<file path="src/rtl/tsfm_pkg.sv">
package tsfm_pkg;
  localparam int FRAME_CLKS = 24;
  localparam int CTRL_BITS  = 8;
  localparam int LEAD_ZEROS = 9;
  localparam int RES_W      = 12;
  localparam int SHORT_W    = 8;
  localparam int IDX_W      = $clog2(FRAME_CLKS + 1);

  typedef struct packed {
    logic             load;
    logic             rise;
    logic             fall;
    logic             finish;
    logic [IDX_W-1:0] edgeIdx;
  } tsfmStb_t;
endpackage

</file>
<file path="src/rtl/tsfm_ctrl.sv">
module tsfm_ctrl
  import tsfm_pkg::*;
#(
  parameter int DIV_W   = 8,
  parameter int GAP_CYC = 4
) (
  input  logic             clk,
  input  logic             rstN,
  input  logic             reqValid,
  input  logic             reqGapped,
  input  logic             reqHold,
  input  logic [DIV_W-1:0] clkDiv,
  output tsfmStb_t         stb,
  output logic             csN,
  output logic             dclk,
  output logic             busy
);
  localparam int GAP_W = $clog2(GAP_CYC + 1);
  localparam int TMR_W = (DIV_W > GAP_W) ? DIV_W : GAP_W;
  localparam logic [IDX_W-1:0] LAST_EDGE = IDX_W'(FRAME_CLKS);
  localparam logic [IDX_W-1:0] GAP_AT_A  = IDX_W'(CTRL_BITS);
  localparam logic [IDX_W-1:0] GAP_AT_B  = IDX_W'(2 * CTRL_BITS);

  typedef enum logic [1:0] {S_IDLE, S_LOW, S_HIGH, S_GAP} state_t;

  state_t           state;
  logic [TMR_W-1:0] timer;
  logic [DIV_W-1:0] divM1Q;
  logic [IDX_W-1:0] edgeCnt;
  logic             gappedQ;
  logic             holdQ;

  logic             accept, tmrZero, riseNow, fallNow;
  logic [DIV_W-1:0] divM1;

  always_comb begin
    accept  = (state == S_IDLE) && reqValid;
    tmrZero = (timer == '0);
    riseNow = (state == S_LOW) && tmrZero;
    fallNow = (state == S_HIGH) && tmrZero;
    divM1   = (clkDiv == '0) ? '0 : clkDiv - 1'b1;
    stb.load    = accept;
    stb.rise    = riseNow;
    stb.fall    = fallNow;
    stb.finish  = fallNow && (edgeCnt == LAST_EDGE);
    stb.edgeIdx = riseNow ? edgeCnt + 1'b1 : edgeCnt;
    busy        = (state != S_IDLE);
  end

  always_ff @(posedge clk) begin
    if (!rstN) begin
      state   <= S_IDLE;
      timer   <= '0;
      divM1Q  <= '0;
      edgeCnt <= '0;
      gappedQ <= 1'b0;
      holdQ   <= 1'b0;
      csN     <= 1'b1;
      dclk    <= 1'b0;
    end else begin
      case (state)
        S_IDLE: begin
          if (accept) begin
            divM1Q  <= divM1;
            timer   <= TMR_W'(divM1);
            gappedQ <= reqGapped;
            holdQ   <= reqHold;
            edgeCnt <= '0;
            csN     <= 1'b0;
            state   <= S_LOW;
          end
        end
        S_LOW: begin
          if (tmrZero) begin
            dclk    <= 1'b1;
            edgeCnt <= edgeCnt + 1'b1;
            timer   <= TMR_W'(divM1Q);
            state   <= S_HIGH;
          end else begin
            timer <= timer - 1'b1;
          end
        end
        S_HIGH: begin
          if (tmrZero) begin
            dclk <= 1'b0;
            if (edgeCnt == LAST_EDGE) begin
              csN   <= ~holdQ;
              state <= S_IDLE;
            end else if (gappedQ && (edgeCnt == GAP_AT_A || edgeCnt == GAP_AT_B)) begin
              timer <= TMR_W'(GAP_CYC - 1);
              state <= S_GAP;
            end else begin
              timer <= TMR_W'(divM1Q);
              state <= S_LOW;
            end
          end else begin
            timer <= timer - 1'b1;
          end
        end
        default: begin
          if (tmrZero) begin
            timer <= TMR_W'(divM1Q);
            state <= S_LOW;
          end else begin
            timer <= timer - 1'b1;
          end
        end
      endcase
    end
  end
endmodule

</file>
<file path="src/rtl/tsfm_dp.sv">
module tsfm_dp
  import tsfm_pkg::*;
(
  input  logic             clk,
  input  logic             rstN,
  input  tsfmStb_t         stb,
  input  logic [2:0]       reqChannel,
  input  logic             reqMode8,
  input  logic             reqSingle,
  input  logic [1:0]       reqPwrDown,
  input  logic             dout,
  output logic             din,
  output logic [RES_W-1:0] sample,
  output logic             frameErr,
  output logic             done
);
  localparam logic [IDX_W-1:0] RES_FIRST = IDX_W'(LEAD_ZEROS + 1);
  localparam logic [IDX_W-1:0] LAST_LONG = IDX_W'(LEAD_ZEROS + RES_W);
  localparam logic [IDX_W-1:0] LAST_SHRT = IDX_W'(LEAD_ZEROS + SHORT_W);

  logic [CTRL_BITS-1:0] wordSh;
  logic [RES_W-1:0]     shiftQ;
  logic                 mode8Q;
  logic                 errQ;
  logic [CTRL_BITS-1:0] newWord;
  logic [IDX_W-1:0]     resLast;
  logic                 inRes;

  always_comb begin
    newWord = {1'b1, reqChannel, reqMode8, reqSingle, reqPwrDown};
    resLast = mode8Q ? LAST_SHRT : LAST_LONG;
    inRes   = (stb.edgeIdx >= RES_FIRST) && (stb.edgeIdx <= resLast);
  end

  always_ff @(posedge clk) begin
    if (!rstN) begin
      wordSh   <= '0;
      din      <= 1'b0;
      shiftQ   <= '0;
      mode8Q   <= 1'b0;
      errQ     <= 1'b0;
      sample   <= '0;
      frameErr <= 1'b0;
      done     <= 1'b0;
    end else begin
      done <= stb.finish;
      if (stb.load) begin
        wordSh <= newWord;
        din    <= newWord[CTRL_BITS-1];
        mode8Q <= reqMode8;
        shiftQ <= '0;
        errQ   <= 1'b0;
      end
      if (stb.rise) begin
        if (inRes) shiftQ <= {shiftQ[RES_W-2:0], dout};
        else if (dout) errQ <= 1'b1;
      end
      if (stb.fall) begin
        din    <= wordSh[CTRL_BITS-2];
        wordSh <= {wordSh[CTRL_BITS-2:0], 1'b0};
      end
      if (stb.finish) begin
        sample   <= shiftQ;
        frameErr <= errQ;
      end
    end
  end
endmodule

</file>
<file path="src/rtl/tsFrameMaster.sv">
module tsFrameMaster
  import tsfm_pkg::*;
#(
  parameter int DIV_W   = 8,
  parameter int GAP_CYC = 4
) (
  input  logic             clk,
  input  logic             rstN,
  input  logic             reqValid,
  input  logic [2:0]       reqChannel,
  input  logic             reqMode8,
  input  logic             reqSingle,
  input  logic [1:0]       reqPwrDown,
  input  logic             reqGapped,
  input  logic             reqHold,
  input  logic [DIV_W-1:0] clkDiv,
  input  logic             dout,
  output logic             csN,
  output logic             dclk,
  output logic             din,
  output logic             busy,
  output logic             done,
  output logic [11:0]      sample,
  output logic             frameErr
);
  tsfmStb_t stb;

  tsfm_ctrl #(.DIV_W(DIV_W), .GAP_CYC(GAP_CYC)) u_ctrl (
    .clk(clk), .rstN(rstN), .reqValid(reqValid), .reqGapped(reqGapped),
    .reqHold(reqHold), .clkDiv(clkDiv), .stb(stb), .csN(csN),
    .dclk(dclk), .busy(busy)
  );

  tsfm_dp u_dp (
    .clk(clk), .rstN(rstN), .stb(stb), .reqChannel(reqChannel),
    .reqMode8(reqMode8), .reqSingle(reqSingle), .reqPwrDown(reqPwrDown),
    .dout(dout), .din(din), .sample(sample), .frameErr(frameErr), .done(done)
  );
endmodule

</file>
<file path="config.mk">
export PLATFORM = sky130hd
export DESIGN_NAME = tsFrameMaster
export DESIGN_NICKNAME = d
export VERILOG_FILES = /design/src/rtl/tsfm_pkg.sv /design/src/rtl/tsfm_ctrl.sv /design/src/rtl/tsfm_dp.sv /design/src/rtl/tsFrameMaster.sv
export SDC_FILE = /design/constraint.sdc
export NUM_CORES = 1
export LEC_CHECK = 0
export ABC_AREA = 1
export BUFFER_PORTS_ARGS = -buffer_cell sky130_fd_sc_hd__buf_2
export CELL_PAD_IN_SITES_DETAIL_PLACEMENT = 0
export CELL_PAD_IN_SITES_GLOBAL_PLACEMENT = 1
export CORE_ASPECT_RATIO = 0.9
export CORE_MARGIN = 8
export CORE_UTILIZATION = 37
export DETAILED_ROUTE_END_ITERATION = 10
export PLACE_DENSITY_LB_ADDON = 0.08
export SYNTH_ARGS = -nofsm -noshare
export SYNTH_HDL_FRONTEND = slang
export SYNTH_SLANG_ARGS = --single-unit
</file>
<file path="constraint.sdc">
create_clock -name clk -period 1.71 [get_ports clk]
set_input_delay 0.0855 -clock clk [delete_from_list [all_inputs] [get_ports clk]]
set_output_delay 0.0855 -clock clk [all_outputs]
set_load 0.05 [all_outputs]
</file>
# Yosys cells after proc, flatten, opt, wreduce, memory -nomap -nowiden
# Index checks and enable logic that the tools add are counted.
# totals
out_inout_bits,18
inputBits,21
word_cells,94
ff_bits,63
# op_classes
magnitude_cmp,2
bitwise_logic,2
n_mux,37
reduce_logical,23
addsub,3
n_eq_ne,10
# op_table
operator,count
8-bit two-way mux,6
12-bit two-way mux,3
8-bit zero test,2
8-bit case mux with 2 select lines,1
8-bit by 1-bit subtractor with 8-bit output (second input constant),2
5-bit two-way mux,3
7-bit two-way mux,2
2-bit two-way mux,6
2-bit nonzero test,6
1-bit two-way mux,11
5-bit == test (second input constant),2
5-bit case mux with 2 select lines,1
4-bit AND reduction,2
1-bit logical AND,6
2-bit by 1-bit != test with 1-bit output (second input constant),3
2-bit case mux with 3 select lines,1
3-bit AND reduction,2
5-bit by 1-bit adder with 5-bit output (second input constant),1
5-bit by 4-bit == test with 1-bit output (second input constant),1
5-bit by 4-bit greater-or-equal comparator with 1-bit output (second input constant),1
5-bit less-or-equal comparator,1
1-bit case mux with 2 select lines,2
2-bit AND reduction,2
3-bit two-way mux,1
other kinds (8),9

# Logic depth before layout (Yosys ltp)
# Gate-level depths: netlist of the first run.
# logic_depth
word_depth,7
ltp_mapped,16
ltp_nobuf,15

# Cells and area by module
# Synthesis of the first run repeated with hierarchy kept, for this count alone.
# hier_totals
cells_unflattened,533
area_unflattened_um2,3485.8
# by_module_without_submodules
module,n_inst,area_each_um2,cells_each,seq_area_each_um2
tsfm_ctrl,1,1988.2,338,540.5
tsfm_dp,1,1497.7,195,720.7

# Worst setup path before layout of the first run
# Ideal clock, no wire load.
# synth_path
path_type,register to register
start,register u_ctrl.state[0]
end,register u_ctrl.timer[5]
setup_time_ps,119
path_slack_ps,-81
t_arrival_ps,1672
path_stages_with_launch,10
required_ps,1591
path_cell_list,dfxtp_1 inv_1 ha_1 inv_2 nor2_1 nor2_1 buf_2 o21ai_0 a211oi_1 nor2_1
# synth_via
elab_chain_cells,4
# synth_lines
element,line_no,text
start: declaration,tsfm_ctrl.sv:26,state_t state;
start signal: assignment,tsfm_ctrl.sv:52,state <= S_IDLE;
start signal: assignment,tsfm_ctrl.sv:70,state <= S_LOW;
start signal: assignment,tsfm_ctrl.sv:78,state <= S_HIGH;
2-bit zero test,"tsfm_ctrl.sv:37, tsfm_ctrl.sv:61",
1-bit logical AND,tsfm_ctrl.sv:37,accept = (state == S_IDLE) && reqValid;
2-bit by 1-bit != test with 1-bit output (no source line),n/a,
2-bit AND reduction (no source line),n/a,
end signal: assignment,tsfm_ctrl.sv:65,timer <= TMR_W'(divM1);
end signal: assignment,tsfm_ctrl.sv:77,timer <= TMR_W'(divM1Q);
end signal: assignment,tsfm_ctrl.sv:80,timer <= timer - 1'b1;
end: declaration,tsfm_ctrl.sv:27,logic [TMR_W-1:0] timer;
# Parallel ways exist; a longest one is shown, timed or not.
# A chain may end at the register's enable or synchronous reset.

# Worst setup path in the final report of the first run
# layout_path
start,register u_ctrl.timer[0]
end,register u_dp.shiftQ[9]
# layout_via
elab_chain_cells,7
# layout_lines
element,line_no,text
8-bit zero test *,tsfm_ctrl.sv:38,tmrZero = (timer == '0);
1-bit logical AND *,tsfm_ctrl.sv:39,riseNow = (state == S_LOW) && tmrZero;
5-bit two-way mux,tsfm_ctrl.sv:46,stb.edgeIdx = riseNow ? edgeCnt + 1'b1 : edgeCnt;
5-bit by 4-bit greater-or-equal comparator with 1-bit output or 5-bit less-or-equal comparator (tied branches),tsfm_dp.sv:32,inRes = (stb.edgeIdx >= RES_FIRST) && (stb.edgeIdx <= resLast);
1-bit logical AND,tsfm_dp.sv:32,
12-bit two-way mux,tsfm_dp.sv:55,"if (inRes) shiftQ <= {shiftQ[RES_W-2:0], dout};"
12-bit two-way mux *,tsfm_dp.sv:54,if (stb.rise) begin
end signal: assignment,tsfm_dp.sv:55,
end: declaration,tsfm_dp.sv:22,logic [RES_W-1:0] shiftQ;
# Every way passes the cells marked *; elsewhere a longest branch is shown, timed or not.

==> results of run 1 <==
where the power goes:
group	internal (mW)	leakage (nW)	switching [mW]
Sequential	1.70	0.517	0.136
Combinational	1.25	1.42	1.81
Clock	0.690	0.100	0.668
Total	3.64	2.04	2.62
layer usage:
layer / routed length (µm) / part of all wire / track usage
met5: 0 / 0 / 0
met4: 108 / 0.012 / 0.0475
met3: 283 / 0.032 / 0.0339
met2: 4180 / 0.47 / 0.247
met1: 4350 / 0.49 / 0.198
tightest hold or removal path, stage by stage:
cell,delay [ps]
buf_2,90
nand3_1,70
a31oi_1,70
final cells by class:
type / instances / area, µm² / share of cell area
Clock buffer: 9 / 124 / 0.0284
Clock inverter: 7 / 81.3 / 0.0187
Inverter: 49 / 194 / 0.0445
Multi-Input combinational cell: 336 / 1900 / 0.436
Sequential cell: 63 / 1270 / 0.291
Tap cell: 119 / 149 / 0.0342
Timing Repair Buffer: 94 / 638 / 0.146
per-stage QoR:
stage                     total power, mW  std cells  hold slack, ps  instance area (µm²)  utilization
after CTS                            6.03        674            5.90                 4200        0.492
after detailed placement             4.50        650             346                 3840        0.451
after global routing                 6.68        677            28.3                 4360        0.511
after floorplan                      3.53        465             220                 3230            -
after global placement               4.49        650             342                 3840        0.451
final                                6.26        677            21.0                 4360        0.511
path summary, 6_finish.rpt:
| check | cells after the start | end | start |
|---|---|---|---|
| max | 14 | u_dp.shiftQ[9] | u_ctrl.timer[0] |
| min | 3 | u_dp.wordSh[5] | reqChannel[1] |
| max reg2reg | 14 | u_dp.shiftQ[9] | u_ctrl.timer[0] |
| min reg2reg | 2 | u_dp.errQ | u_dp.errQ |
flip-flops by register name (all words and copies together) (netlist names), 2 cells and up:
register / cells
u_dp.shiftQ: 12
u_ctrl.divM1Q: 8
u_ctrl.edgeCnt: 5
u_dp.sample: 12
u_dp.wordSh: 7
u_ctrl.timer: 8
u_ctrl.state: 2
repair_timing:
| item | in CTS | in global routing |
|---|---|---|
| hold endpoints to repair | 3 | 0 |
| setup endpoints to repair | 18 | 44 |
| setup buffers | 3 | 3 |
| cloned | 2 | 0 |
| gates resized for setup | 23 | 38 |
| pin swaps | 17 | 20 |
| hold buffers | 3 | 0 |
cells in the final DEF, fill, tap and decap left out, drive strengths merged:
| cell | n |
|---|---|
| a31o | 1 |
| xor2 | 6 |
| o2111ai | 1 |
| dfxtp | 63 |
| nand4 | 5 |
| or2 | 2 |
| nor3 | 3 |
| xnor2 | 3 |
| a21boi | 2 |
| dlygate4sd3 | 3 |
| clkbuf | 9 |
| o31ai | 2 |
| clkinvlp | 1 |
| a211oi | 3 |
| and2 | 1 |
| a21oi | 33 |
| buf | 91 |
| inv | 50 |
| ha | 8 |
| nand3 | 26 |
| o211ai | 3 |
| bufinv | 1 |
| nand3b | 4 |
| clkinv | 4 |
| a31oi | 8 |
| a311oi | 1 |
| nand2 | 102 |
| o21ai | 40 |
| nor2 | 82 |
kinds of logic (layout without fill, tap and decap cells):
| group | count (synthesis) | count (layout) | synth area share |
|---|---|---|---|
| AO/OA/AOI/OAI | 94 | 94 | 0.160 |
| adder cells (fa/ha/maj) | 8 | 8 | 0.0310 |
| AND/OR/NAND/NOR | 223 | 225 | 0.306 |
| XOR/XNOR | 9 | 9 | 0.0244 |
| buffers and inverters | 68 | 159 | 0.0880 |
| flip-flops | 63 | 63 | 0.391 |
==> impl_metrics.yaml, run 1 <==
clock_tree:
  path_clk_slew_ps: 80
  clock-sinks: 63
  ctsRootBufferMaster: "clkbuf_8"
  cts_made_buffers: 9
  tritoncts: "built"
  clk-insertion-delay-late_ps: 350
  cts_buffer_depth: 2
  htree_levels: 3
global_routing:
  grt_overflow_total: 0
  grt_start_max_net_pins: 42
  grtUsageTotal: 0.153
  antenna_found_initial: 0
  grt_pass1_wl_um: 14800
  grt_pass1_vias: 3160
critical_path:
  path_common_cell: "nand2_4"
  cp.arrival_ps: 1980
  path_buf_inv: 1
  crit_fanout: 7
  crit_type: "register to register"
  r2r_setup_slack_ps: -40
  crit_chain: "inv_2, ha_4, nand2_4, nor2_8, nand2_4, nand2_2, nand2_2, and2_4, nand2_4, nand2_8, nand2_8, nand2_1, nand2_1, nor2_2"
  required_ps: 1940
  slowest_delay_ps: 330
  critical_path.top_delay_family: "simple AND/OR/NAND/NOR gates"
  critPathCaptureType: "register"
  crit_slowest_cell: "dfxtp_2"
  worst_setup_path_start_kind: "register"
cells_and_area:
  fillers: 859
  num-nets-final: 582
  drive_gt1_frac: 0.319
  area_growth_pct: 35.0
  diodes: 0
placed_design:
  hpwl_um: 6440
  dp_slack_ps: -184
  place.gp.congestion: 0.838
  port_buffers: 38
sta:
  tns_ps: -209
  rsz0062_at_grt: "yes"
  slew_headroom: 0.707
  setup_viol: 10
  worstMarginPinSlew_ps: 439
  finalHoldViolCount: 0
  drv_slew: 0
  finalCritPeriodShare: 1.02
  finalCriticalPeriod_ps: 1750
  finClkSkew_ps: 9.63
  worst_slack_ps: -36.1
  fmax_ghz: 0.573
power_and_ir_drop:
  power_density_nw_per_um2: 1440
  irDropWorstVdd_mv: 0.663
  power_leakage_nw: 2.04
synthesis:
  synth_area_leader_cell: "dfxtp_1"
  ys_seq_area_frac: 0.391
  ys_seq_elements: 63
  yosys_warnings: 0
  synth_edf_count: 0
  synth_area_leaders: "dfxtp_1 39%, nand2_1 10%, nor2_1 8.7%"
  synthArstFlopShare: 0
  yosysTopAreaCellShare: 0.391
  syn_inst: 465
  synth_ff_type: "dfxtp_1"
  syn_area_per_cell_um2: 6.94
  synth.cell_area_um2: 3230
  synth_most_common_cell: "nand2_1"
  syn_nets: 494
  synthTopCellsByCount: "87 x nand2_1, 75 x nor2_1, 63 x dfxtp_1"
  netlist-cell-type-count: 35
hold_path:
  hp-class: "input port to register"
run_status:
  violations: "negative setup slack"
  status: "complete, but fails checks"
route:
  post_drt_wl_per_cell_um: 13.2
  wl_um: 8920
  vias: 3198
  ant_nets: 0
  drcViolationCount: 0
  drt_iter0_markers: 118
  dr.pass1.iters: 4
  post_drt_via_cell_ratio: 4.72
die:
  dieArea_um2: 12000
  die_h_um: 105
  start_util: 0.379
  coreArea_um2: 8530
  rows: 32
  die_w_um: 114
  io_pins: 39
run:
  max-cap-violations: 0
No activity file was read; power rests on OpenSTA's default activity.
==> run 2, diff against run 1 <==
--- a/config.mk
+++ b/config.mk
@@ -5,15 +5,16 @@
 export SDC_FILE = /design/constraint.sdc
 export NUM_CORES = 1
 export LEC_CHECK = 0
-export ABC_AREA = 1
 export BUFFER_PORTS_ARGS = -buffer_cell sky130_fd_sc_hd__buf_2
 export CELL_PAD_IN_SITES_DETAIL_PLACEMENT = 0
 export CELL_PAD_IN_SITES_GLOBAL_PLACEMENT = 1
 export CORE_ASPECT_RATIO = 0.9
 export CORE_MARGIN = 8
-export CORE_UTILIZATION = 37
+export CORE_UTILIZATION = 40
 export DETAILED_ROUTE_END_ITERATION = 10
 export PLACE_DENSITY_LB_ADDON = 0.08
 export SYNTH_ARGS = -nofsm -noshare
 export SYNTH_HDL_FRONTEND = slang
+export SYNTH_HIERARCHICAL = 1
 export SYNTH_SLANG_ARGS = --single-unit
+export TNS_END_PERCENT = 30
==> run 2 against run 1 <==
Die area decreased by 4.7%. The run still ends with negative setup slack left. First-iteration DRC count down 12%. Global-route usage grew 0.34 points. Clock skew decreased by 0.67 ps. Synthesized cell count shrank 20%. Clock power down 15%. Routed wire length down 3.9%. Combinational power decreased by 21%. Count of clock-buffer cells in the layout did not move. Critical path depth shrank 2. Sequential power is 4% lower. Largest power group unchanged.
==> impl_metrics.yaml, run 2 <==
sta:
  finalHoldViolCount: 0
  fmax_ghz: 0.398
  setup_viol: 44
  finalCriticalPeriod_ps: 2520
  finalCritPeriodShare: 1.47
  worst_slack_ps: -806
  finClkSkew_ps: 8.96
  worstMarginPinSlew_ps: 587
  rsz0062_at_grt: "yes"
  drv_slew: 0
  slew_headroom: 0.608
  tns_ps: -14400
  hold_slack_ps: 19.1
synthesis:
  ys_seq_elements: 63
  synthArstFlopShare: 0
  syn_area_per_cell_um2: 8.89
  ys_seq_area_frac: 0.382
  syn_inst: 371
  synthTopCellsByCount: "63 x dfxtp_1, 35 x nand2_1, 23 x nor2_1"
  synth.cell_area_um2: 3300
  synth_edf_count: 0
  synth_area_leaders: "dfxtp_1 38%, mux2i_1 6.7%, nand2_1 4.0%"
  syn_nets: 401
  synth_area_leader_cell: "dfxtp_1"
  netlist-cell-type-count: 59
  synth_ff_type: "dfxtp_1"
  yosys_warnings: 6
  synth_most_common_cell: "dfxtp_1"
  yosysTopAreaCellShare: 0.382
clock_tree:
  cts_buffer_depth: 2
  cts_made_buffers: 9
  ctsRootBufferMaster: "clkbuf_8"
  path_clk_slew_ps: 80
  htree_levels: 3
  tritoncts: "built"
  clock-sinks: 63
  clk-insertion-delay-late_ps: 350
cells_and_area:
  area_growth_pct: 33.2
  drive_gt1_frac: 0.353
  reg_top3: "u_dp/sample (12), u_dp/shiftQ (12)"
  fin_util: 0.547
  final_cells: 572
  num-nets-final: 498
  layout_common_cells: "57 x buf_4, 56 x dfxtp_1, 38 x buf_2"
  diodes: 0
  final_common_cell: "buf_4"
global_routing:
  grt_pass1_wl_um: 14300
  grt_start_max_net_pins: 22
  antenna_found_initial: 0
  met1_usage: 0.218
  grt.busiest_layer: "met2"
  grt_overflow_total: 0
  grtUsageTotal: 0.157
  grt_use_met2: 0.227
  globalRouteMet3Util: 0.0396
  grt_pass1_vias: 2934
route:
  ant_nets: 0
  dr.pass1.iters: 4
  vias: 2949
  post_drt_wl_per_cell_um: 15.0
  drcViolationCount: 0
  wl_um: 8570
  post_drt_via_cell_ratio: 5.16
  drt_iter0_markers: 104
critical_path:
  reg2reg_to: "u_dp/shiftQ[0]"
  rr_worst_depth: 12
  crit_type: "register to register"
  critPathCaptureType: "register"
  worst_setup_path_start_kind: "register"
  r2r_setup_slack_ps: -810
  cp.arrival_ps: 2750
  r2r-start: "u_ctrl/timer[1]"
  crit_fanout: 4
  required_ps: 1950
die:
  die_h_um: 102
  start_util: 0.411
  dieArea_um2: 11400
  die_w_um: 112
  coreArea_um2: 8030
  rows: 31
  io_pins: 39
run_status:
  violations: "negative setup slack"
  status: "complete, but fails checks"
power_and_ir_drop:
  power_leakage_nw: 1.81
  power_density_nw_per_um2: 1210
  irDropWorstVdd_mv: 0.632
  total_power_mw: 5.34
placed_design:
  port_buffers: 38
  place.gp.congestion: 0.818
  dp.cells: 549
  hpwl_um: 6390
hold_path:
  holdPathStages: 3
  hold_path_end: "u_dp/mode8Q"
  hold_path.startpoint: "reqMode8"
  hp-class: "input port to register"
run:
  max-cap-violations: 0
[run 2: cell count changes in the layout (fill, tap and decap cells not counted), moves of 9 or more]
| cell | before | now |
|---|---|---|
| nand2_2 | 17 | 3 |
| nand3_1 | 25 | 7 |
| nor2_1 | 64 | 21 |
| mux2i_1 | 0 | 22 |
| nor2b_1 | 0 | 16 |
| nand2_1 | 78 | 32 |
| a21oi_1 | 31 | 18 |
| o21ai_0 | 37 | 15 |
| and2_1 | 0 | 9 |
| inv_1 | 42 | 13 |
| a22o_1 | 0 | 11 |
| nor2_2 | 11 | 1 |
[run 2: layout make-up]
class | count | area (µm²)
Fill cell | 768 | 3630
Timing Repair Buffer | 108 | 806
Clock buffer | 9 | 124
Inverter | 16 | 60.1
Multi-Input combinational cell | 270 | 1960
Tap cell | 99 | 124
Sequential cell | 63 | 1270
Clock inverter | 7 | 48.8
[run 2: worst max path at each step]
| stage | to | start | slack [ps] |
|---|---|---|---|
| 2_1_floorplan | u_dp/shiftQ[11] | u_ctrl/timer[1] | -840 |
| 3_3_place_gp | u_dp/shiftQ[10] | u_ctrl/timer[1] | -810 |
| 3_5_place_dp | u_dp/shiftQ[10] | u_ctrl/timer[1] | -880 |
| 4_1_cts | u_dp/shiftQ[0] | u_ctrl/timer[1] | -810 |
| 5_1_grt | u_dp/shiftQ[0] | u_ctrl/timer[1] | -930 |
| 6_report | u_dp/shiftQ[0] | u_ctrl/timer[1] | -810 |
[run 2: where the power goes]
part           internal, mW  switching (mW)  total [mW]
clock network         0.527           0.623        1.15
logic                  1.16            1.27        2.43
registers              1.64           0.119        1.76
[run 2: metrics by stage]
step | setup WS [ps] | cell area [µm²]
after floorplan | -836 | 3390
after global placement | -810 | 4080
after detailed placement | -876 | 4080
after CTS | -813 | 4320
after global routing | -926 | 4390
final | -806 | 4390
[run 2: what timing repair did]
item,4_1_cts,5_1_grt
pin swaps,5,10
gates cloned,0,1
endpoints found under the hold margin,2,0
endpoints found under the setup margin,43,56
buffers inserted,2,2
resized for setup,12,17
hold buffers,2,0
[run 2: cells by family after synthesis]
kind of cell             count (synthesis)  synth area share
multiplexers                            26            0.0804
flip-flops                              63             0.382
adder cells (fa/ha/maj)                 10            0.0372
XOR/XNOR                                12            0.0319
AND/OR/NAND/NOR                        130             0.212
AO/OA/AOI/OAI                           91             0.196
buffers and inverters                   39            0.0607
[run 2: layer usage]
metal,up-vias,wire [µm]
li1,1512,-
met1,1372,4510
met2,55,3560
met3,10,408
met4,0,90
met5,-,0
[run 2: worst max-delay path, stage by stage (launching register included)]
cell,delay (ps)
dfxtp_2,330
inv_2,70
ha_4,140
nor3b_4,190
and3_4,230
nand2_4,50
xnor2_2,170
ha_1,260
and2_4,170
o32ai_4,340
buf_4,180
a211oi_2,50
a41o_1,210
